[config.mk]
export PLATFORM = sky130hd
export DESIGN_NAME = gpio_irq_bank
export DESIGN_NICKNAME = d
export VERILOG_FILES = /design/src/rtl/gpio_irq_pkg.sv /design/src/rtl/gpio_irq_cfg.sv /design/src/rtl/gpio_irq_detect.sv /design/src/rtl/gpio_irq_status.sv /design/src/rtl/gpio_irq_bank.sv
export SDC_FILE = /design/constraint.sdc
export NUM_CORES = 1
export LEC_CHECK = 0
export CAP_MARGIN = 40
export CORE_ASPECT_RATIO = 1.1
export CORE_UTILIZATION = 30
export CTS_BUF_LIST = sky130_fd_sc_hd__clkbuf_16
export DETAILED_ROUTE_END_ITERATION = 8
export GPL_TIMING_DRIVEN = 0
export PLACE_DENSITY_LB_ADDON = 0.3
export RECOVER_POWER = 100
export REMOVE_ABC_BUFFERS = 1
export SLEW_MARGIN = 20
export SYNTH_ARGS = -nofsm -noshare
export SYNTH_HDL_FRONTEND = slang
export SYNTH_HIERARCHICAL = 1
export SYNTH_SLANG_ARGS = --single-unit
[constraint.sdc]
create_clock -name clk_i -period 3.4 [get_ports clk_i]
set_input_delay 1.02 -clock clk_i [delete_from_list [all_inputs] [get_ports clk_i]]
set_output_delay 1.02 -clock clk_i [all_outputs]
set_load 0.005 [all_outputs]
[src/rtl/gpio_irq_pkg.sv]
// Shared constants for the GPIO interrupt detector: bus geometry and word map.
package gpio_irq_pkg;
    localparam int ADDR_W = 3;

    localparam logic [ADDR_W-1:0] ADR_KIND    = 3'd0; // 1 = edge, 0 = level
    localparam logic [ADDR_W-1:0] ADR_SENSE   = 3'd1; // 1 = high/rising
    localparam logic [ADDR_W-1:0] ADR_BOTH    = 3'd2; // 1 = either edge
    localparam logic [ADDR_W-1:0] ADR_MASK    = 3'd3; // read-only mask view
    localparam logic [ADDR_W-1:0] ADR_UNMASK  = 3'd4; // write ones to unmask
    localparam logic [ADDR_W-1:0] ADR_MASKSET = 3'd5; // write ones to mask
    localparam logic [ADDR_W-1:0] ADR_STATUS  = 3'd6; // sticky, write-one-clear
endpackage

[src/rtl/gpio_irq_cfg.sv]
// Configuration store: trigger kind, sense and both-edge registers plus the
// pin mask, which only moves through the separate unmask and mask-set words.
// Assumes one write strobe per access; reset leaves every pin masked.
module gpio_irq_cfg
    import gpio_irq_pkg::*;
#(
    parameter int NPIN = 32
) (
    input  logic              clk_i,
    input  logic              rst_ni,
    input  logic              we_i,
    input  logic [ADDR_W-1:0] addr_i,
    input  logic [NPIN-1:0]   wdata_i,
    output logic [NPIN-1:0]   kind_o,
    output logic [NPIN-1:0]   sense_o,
    output logic [NPIN-1:0]   both_o,
    output logic [NPIN-1:0]   mask_o
);
    logic [NPIN-1:0] kind_q, sense_q, both_q, mask_q;

    // Holds the three read/write trigger configuration words.
    always_ff @(posedge clk_i) begin
        if (!rst_ni) begin
            kind_q  <= '0;
            sense_q <= '0;
            both_q  <= '0;
        end else if (we_i) begin
            if (addr_i == ADR_KIND)  kind_q  <= wdata_i;
            if (addr_i == ADR_SENSE) sense_q <= wdata_i;
            if (addr_i == ADR_BOTH)  both_q  <= wdata_i;
        end
    end

    // Mask bits are cleared by the unmask word and set by the mask-set word.
    always_ff @(posedge clk_i) begin
        if (!rst_ni) begin
            mask_q <= '1;
        end else if (we_i && addr_i == ADR_UNMASK) begin
            mask_q <= mask_q & ~wdata_i;
        end else if (we_i && addr_i == ADR_MASKSET) begin
            mask_q <= mask_q | wdata_i;
        end
    end

    assign kind_o  = kind_q;
    assign sense_o = sense_q;
    assign both_o  = both_q;
    assign mask_o  = mask_q;
endmodule

[src/rtl/gpio_irq_detect.sv]
// Per-pin event detector. Keeps the previous-cycle level of every pin and
// raises a one-cycle hit according to that pin's kind, sense and both-edge
// bits. Assumes pin levels are already synchronised to clk_i.
module gpio_irq_detect #(
    parameter int NPIN = 32
) (
    input  logic            clk_i,
    input  logic            rst_ni,
    input  logic [NPIN-1:0] pin_i,
    input  logic [NPIN-1:0] kind_i,
    input  logic [NPIN-1:0] sense_i,
    input  logic [NPIN-1:0] both_i,
    output logic [NPIN-1:0] hit_o
);
    logic [NPIN-1:0] prev_q;

    // Registers each pin's level for edge comparison in the next cycle.
    always_ff @(posedge clk_i) begin
        if (!rst_ni) prev_q <= '0;
        else         prev_q <= pin_i;
    end

    for (genvar g = 0; g < NPIN; g++) begin : g_pin
        logic rise, fall, edge_hit, level_hit;
        // Selects the event condition this pin is configured for.
        always_comb begin
            rise      = pin_i[g] & ~prev_q[g];
            fall      = ~pin_i[g] & prev_q[g];
            level_hit = (pin_i[g] == sense_i[g]);
            if (both_i[g])       edge_hit = rise | fall;
            else if (sense_i[g]) edge_hit = rise;
            else                 edge_hit = fall;
            hit_o[g] = kind_i[g] ? edge_hit : level_hit;
        end
    end
endmodule

[src/rtl/gpio_irq_status.sv]
// Sticky status and interrupt combiner. A hit sets its status bit, a
// write-one to the status word clears it, and a hit in the same cycle wins.
// The output combines status with the inverted mask; detection ignores mask.
module gpio_irq_status #(
    parameter int NPIN = 32
) (
    input  logic            clk_i,
    input  logic            rst_ni,
    input  logic [NPIN-1:0] hit_i,
    input  logic [NPIN-1:0] clr_i,
    input  logic [NPIN-1:0] mask_i,
    output logic [NPIN-1:0] status_o,
    output logic            irq_o
);
    logic [NPIN-1:0] status_q;

    // Latches events; clears only bits with no simultaneous event.
    always_ff @(posedge clk_i) begin
        if (!rst_ni) status_q <= '0;
        else         status_q <= (status_q & ~clr_i) | hit_i;
    end

    // Single interrupt line from any unmasked pending bit.
    always_comb irq_o = |(status_q & ~mask_i);

    assign status_o = status_q;
endmodule

[src/rtl/gpio_irq_bank.sv]
// Top of the GPIO interrupt detector for one bank. Decodes the register bus,
// wires the configuration store, the per-pin detector and the sticky status,
// and returns read data combinationally. Write-only words read as zero.
module gpio_irq_bank
    import gpio_irq_pkg::*;
#(
    parameter int NPIN = 32
) (
    input  logic              clk_i,
    input  logic              rst_ni,
    input  logic [NPIN-1:0]   pin_i,
    input  logic              bus_we_i,
    input  logic [ADDR_W-1:0] bus_addr_i,
    input  logic [NPIN-1:0]   bus_wdata_i,
    output logic [NPIN-1:0]   bus_rdata_o,
    output logic              irq_o
);
    logic [NPIN-1:0] kind_q, sense_q, both_q, mask_q, status_q, hit, clr;

    gpio_irq_cfg #(.NPIN(NPIN)) u_cfg (
        .clk_i   (clk_i),
        .rst_ni  (rst_ni),
        .we_i    (bus_we_i),
        .addr_i  (bus_addr_i),
        .wdata_i (bus_wdata_i),
        .kind_o  (kind_q),
        .sense_o (sense_q),
        .both_o  (both_q),
        .mask_o  (mask_q)
    );

    gpio_irq_detect #(.NPIN(NPIN)) u_det (
        .clk_i   (clk_i),
        .rst_ni  (rst_ni),
        .pin_i   (pin_i),
        .kind_i  (kind_q),
        .sense_i (sense_q),
        .both_i  (both_q),
        .hit_o   (hit)
    );

    // Status clear vector: write data when the status word is written.
    always_comb clr = (bus_we_i && bus_addr_i == ADR_STATUS) ? bus_wdata_i : '0;

    gpio_irq_status #(.NPIN(NPIN)) u_sts (
        .clk_i    (clk_i),
        .rst_ni   (rst_ni),
        .hit_i    (hit),
        .clr_i    (clr),
        .mask_i   (mask_q),
        .status_o (status_q),
        .irq_o    (irq_o)
    );

    // Read mux over the word map.
    always_comb begin
        unique case (bus_addr_i)
            ADR_KIND:   bus_rdata_o = kind_q;
            ADR_SENSE:  bus_rdata_o = sense_q;
            ADR_BOTH:   bus_rdata_o = both_q;
            ADR_MASK:   bus_rdata_o = mask_q;
            ADR_STATUS: bus_rdata_o = status_q;
            default:    bus_rdata_o = '0;
        endcase
    end
endmodule

# After elaboration in Yosys (flattened, before gate mapping)
# Cells that the tools add are included.
# W data, S select, Z words.
word_totals:
  register_bits: 192
classes:
  bitwise_logic: 168
  mux: 100
  n_reduce_logical: 9
  eq_ne: 38
ops:
  columns: ["op", "n"]
  rows:
  - ["$pmux W32 S5", 1]
  - ["$and A32 B32 Y32", 3]
  - ["$mux W1", 96]
  - ["$mux W32", 3]
  - ["$not A32 Y32", 3]
  - ["$and A1 B1 Y1", 64]
  - ["$not A1 Y1", 64]
  - ["$or A32 B32 Y32", 2]
  - ["$eq A1 B1 Y1", 32]
  - ["$or A1 B1 Y1", 32]
  - ["$reduce_or A32 Y1", 1]
  - ["$eq A3 B3 Y1 const B", 3]
  - ["$eq A3 B2 Y1 const B", 2]
  - ["$reduce_and A2 Y1", 3]
  - ["$eq A3 B1 Y1 const B", 1]
  - ["$logic_and A1 B1 Y1", 3]
  - ["$logic_not A3 Y1", 1]
  - ["$reduce_bool A2 Y1", 1]

# Logic depth before layout (Yosys ltp)
logic_depth:
  word_depth: 6
  mapped_depth: 7
  ltp_nobuf: 6

# Cells and area by module
# Netlist, hierarchy kept.
by_module_without_submodules:
  columns: ["mod", "seq_area_each_um2", "cells_each", "instances", "area_each_um2"]
  rows:
  - ["gpio_irq_cfg", 2562.5, 495, 1, 5083.6]
  - ["gpio_irq_detect", 640.6, 355, 1, 3334.4]
  - ["gpio_irq_bank", 0.0, 158, 1, 1290.0]
  - ["gpio_irq_status", 640.6, 152, 1, 1267.5]

# Worst setup path before layout
# No wires, ideal clock.
synth_path:
  kind: "input to output"
  startpoint: "input bus_addr_i[1]"
  endpoint: "output bus_rdata_o[10]"
  stages: 5
  t_required_ps: 2380
  path_slack_ps: 381
  t_arrival_ps: 1999
  path_cell_list: "buf_2 -> buf_2 -> mux2i_1 -> o2bb2ai_1 -> a221o_1"
synth_via:
  elab_chain_len: 2
  elab_cells_between_ends: 6
  classes_between: "eq/ne: 4; mux: 1; reduce/logical: 1"
synth_rtl:
  columns: ["item", "line_no", "source"]
  rows:
  - ["from (decl)", "gpio_irq_bank.sv:13", "input logic [ADDR_W-1:0] bus_addr_i,"]
  - ["$eq A3 B3 Y1 (tied with other cells)", "gpio_irq_bank.sv:57", "unique case (bus_addr_i)"]
  - ["$pmux W32 S5 *", "gpio_irq_bank.sv:57", null]
  - ["to (decl)", "gpio_irq_bank.sv:15", "output logic [NPIN-1:0] bus_rdata_o,"]
# Mark *: on every way between the ends. The rest lies on a longest branch, timed or not.

# Final worst setup path
layout_path:
  startpoint: "input bus_addr_i[1]"
  endpoint: "output bus_rdata_o[6]"
# Same word-level chain as after synthesis.

==> impl_metrics.ini <==
[setup_path]
crit_type = in -> out
start_kind = input port
endpoint_kind = primary output
required_ps = 2380
worstPathMaxFanout = 11
arrival_ps = 2320

[sta]
worst_pin_slew_ps = 1600
hold_viol_final = 0
relSlewSlack_pct = -6.38
fin_skew_ps = 8.24
setup_viol_count_final = 0
finalMaxSlewViolations = 83
finalCriticalPeriod_ps = 3340
timing.fmax_ghz = 0.299
whs_ps = 505
fin_crit_sh_pct = 98.2
rsz0062_at_grt = false
worst_slack_ps = 60.5

[grt]
grt_pass1_vias = 8343
grt.overflow.total = 0
grtUsageTotal_pct = 16.5
grt_pass1_wl_um = 47100
grt_max_degree = 95
antenna_found_initial = 1

[synthesis]
yosys_warnings = 6
yosysTopAreaCell = dfxtp_1
yosysSeqAreaShare_pct = 35.0
synth_area_leaders = dfxtp_1 35%, mux2i_1 15%, ha_1 7.3%, nand2_1 5.5%, mux2_4 4.4%
synth_cell_types = 30
syn_inst = 1160
synth_top_area_share_pct = 35.0
ys_seq_elements = 192
syn_area_sq_um = 11000
syn_avg_cell_area_sq_um = 9.46

[die]
die-area_sq_um = 37400
coreArea_sq_um = 36100
rows = 73
initial_core_util_pct = 30.4
io_pins = 103
dieWidth_um = 184
die_h_um = 203

[detailed_routing]
vias = 8455
avgRoutedWirePerCell_um = 17.1
routed_wl_um = 30100
dr.pass1.iters = 4
vias_per_cell = 4.80
antenna_left = 0
drc = 0
initialDrtViolationCount = 494

[cts]
cts_tree = yes
ctsLongestPathBuffers = 2
cts_sinks = 192
clkLatencyLatePin_ps = 440
cts.reportedPaths.clkPinSlew_ps = 70
root_buffer = clkbuf_16
htreeDepth = 4
cts_buffers = 17

[placed_design]
routabilityCongestion = 0.732
dp_worst_setup_slack_ps = -1210
hpwl_um = 19400
io_buffers = 102

[cells_and_area]
n_antenna_cell = 0
synthToLayoutAreaGrowth_pct = 23.3
drive_above_1_share_pct = 13.3
final_nets = 1394

[power]
p_leak_nw = 5.85
max-vdd-ir-drop_mv = 0.329
power_density_nw_per_um2 = 389

[status]
violations = capacitance limit, slew limit
status = finished, violations left

[hold_path]
hold_path.class = reg -> reg

[run]
drv_cap = 1
==> worst paths after layout <==
check                         from                  to  slack (ps)  cells past startpoint
hold reg to reg   u_cfg/both_o[17]    u_cfg/both_o[17]         510                      2
setup reg to reg  u_det/prev_q[15]  u_sts/status_o[15]        2070                      6
setup / recovery     bus_addr_i[1]      bus_rdata_o[6]          60                      6
hold / removal    u_cfg/both_o[17]    u_cfg/both_o[17]         510                      2
==> metrics by stage <==
step	total power, W	setup TNS, ps	utilization, %	cells	instance area [sq um]
4_1_cts	0.00536	-340	38.0	1760	13700
6_report	0.00526	0	37.5	1760	13500
3_5_place_dp	0.00320	-34560	35.0	1700	12600
5_1_grt	0.00551	0	37.5	1760	13500
3_3_place_gp	0.00319	-1322710	33.9	1677	12200
2_1_floorplan	0.00281	-104600	-	1088	10600
==> critical path: stages <==
cell	delay (ps)
buf_16	120
clkbuf_4	290
mux2i_1	210
o2bb2ai_1	80
a221o_1	290
dlygate4sd2_1	280
==> final cells by class <==
cell class,count,area (sq um)
multi-input cells,801,6490
fillers,3600,22500
clock inverters,15,169
repair buffers,152,1640
flip-flops and latches,192,3840
well taps,487,609
inverters,96,360
clock buffers,17,425
==> metal layers <==
| layer | wire [um] | part of all wire [%] | GRT usage, % |
|---|---|---|---|
| met1 | 14300 | 47 | 21.9 |
| met4 | 316 | 1.0 | 4.11 |
| met2 | 14600 | 48 | 27.4 |
| met3 | 945 | 3.1 | 2.65 |
| met5 | 13 | 0.043 | 0 |
==> power by group <==
group          total, W  switching [W]  internal [W]  leakage (nW)
Sequential      0.00240      0.0000659       0.00233          1.57
Clock           0.00208        0.00103       0.00106         0.289
Combinational  0.000780       0.000393      0.000386          3.99
==> synthesized netlist by cell type, drive strengths merged <==
master and count:
and2 32, nand4 1, nor2 33, ha 64, nand2 160, mux2i 161, nor2b 33, clkbuf 37
xor2 32, and3b 1, nor3 1, nor4b 1, a221o 31, o22ai 17, mux2 32, nand4bb 1
o21ai 32, nor4bb 1, nor4 4, o2bb2ai 31, inv 96, o21a 33, o211ai 32, and3 32
dfxtp 192, nand2b 2, nand4b 32, buf 35, nand3 1
==> what timing repair did <==
action | CTS | global route
gates resized for setup | 89 | 25
gates cloned | 8 | 1
hold endpoints to repair | 0 | 0
hold buffers | 0 | 0
pin swaps | 5 | 1
endpoints found under the setup margin | 32 | 21
buffers inserted | 20 | 1
==> layout by cell type, fill, tap and decap left out, types with 3 or more instances in the layout <==
cell type        synthesis  layout
and2_0                   0       5
buf_4                    0      15
clkbuf_16                0      18
o22ai_1                 17      17
inv_8                    0       6
buf_6                   11       9
dlygate4sd2_1            0      12
xor2_1                  32      32
clkbuf_2                 0      11
and2_1                  32      27
clkbuf_1                37      12
nand2_1                160     160
dlygate4sd3_1            0      16
inv_6                    0       3
inv_1                   96      96
dfxtp_1                192     192
nand4b_1                32      32
mux2i_1                161     161
bufbuf_16                0       4
clkdlybuf4s50_1          0      49
buf_16                   0       6
nor4_1                   4       3
o2bb2ai_2                0       5
a221o_1                 31      31
o211ai_2                32      32
buf_12                   0       8
nor2_1                  33      32
o2bb2ai_1               31      25
ha_1                    64      64
o21a_1                  33      33
clkdlybuf4s15_1          0       4
nor2b_1                 33      33
and3_1                  32      32
o21ai_1                 32      32
mux2_4                  32      32
==> kinds of logic after synthesis <==
kind of cell,Yosys count,share of synthesized area [%]
mux,193,19.1
compound gates,176,13.6
fa+ha+maj,64,7.30
flops,192,35.0
xor+xnor,32,2.55
buf+inv,168,6.77
simple gates,335,15.7
No activity file was read; power rests on OpenSTA's default activity.
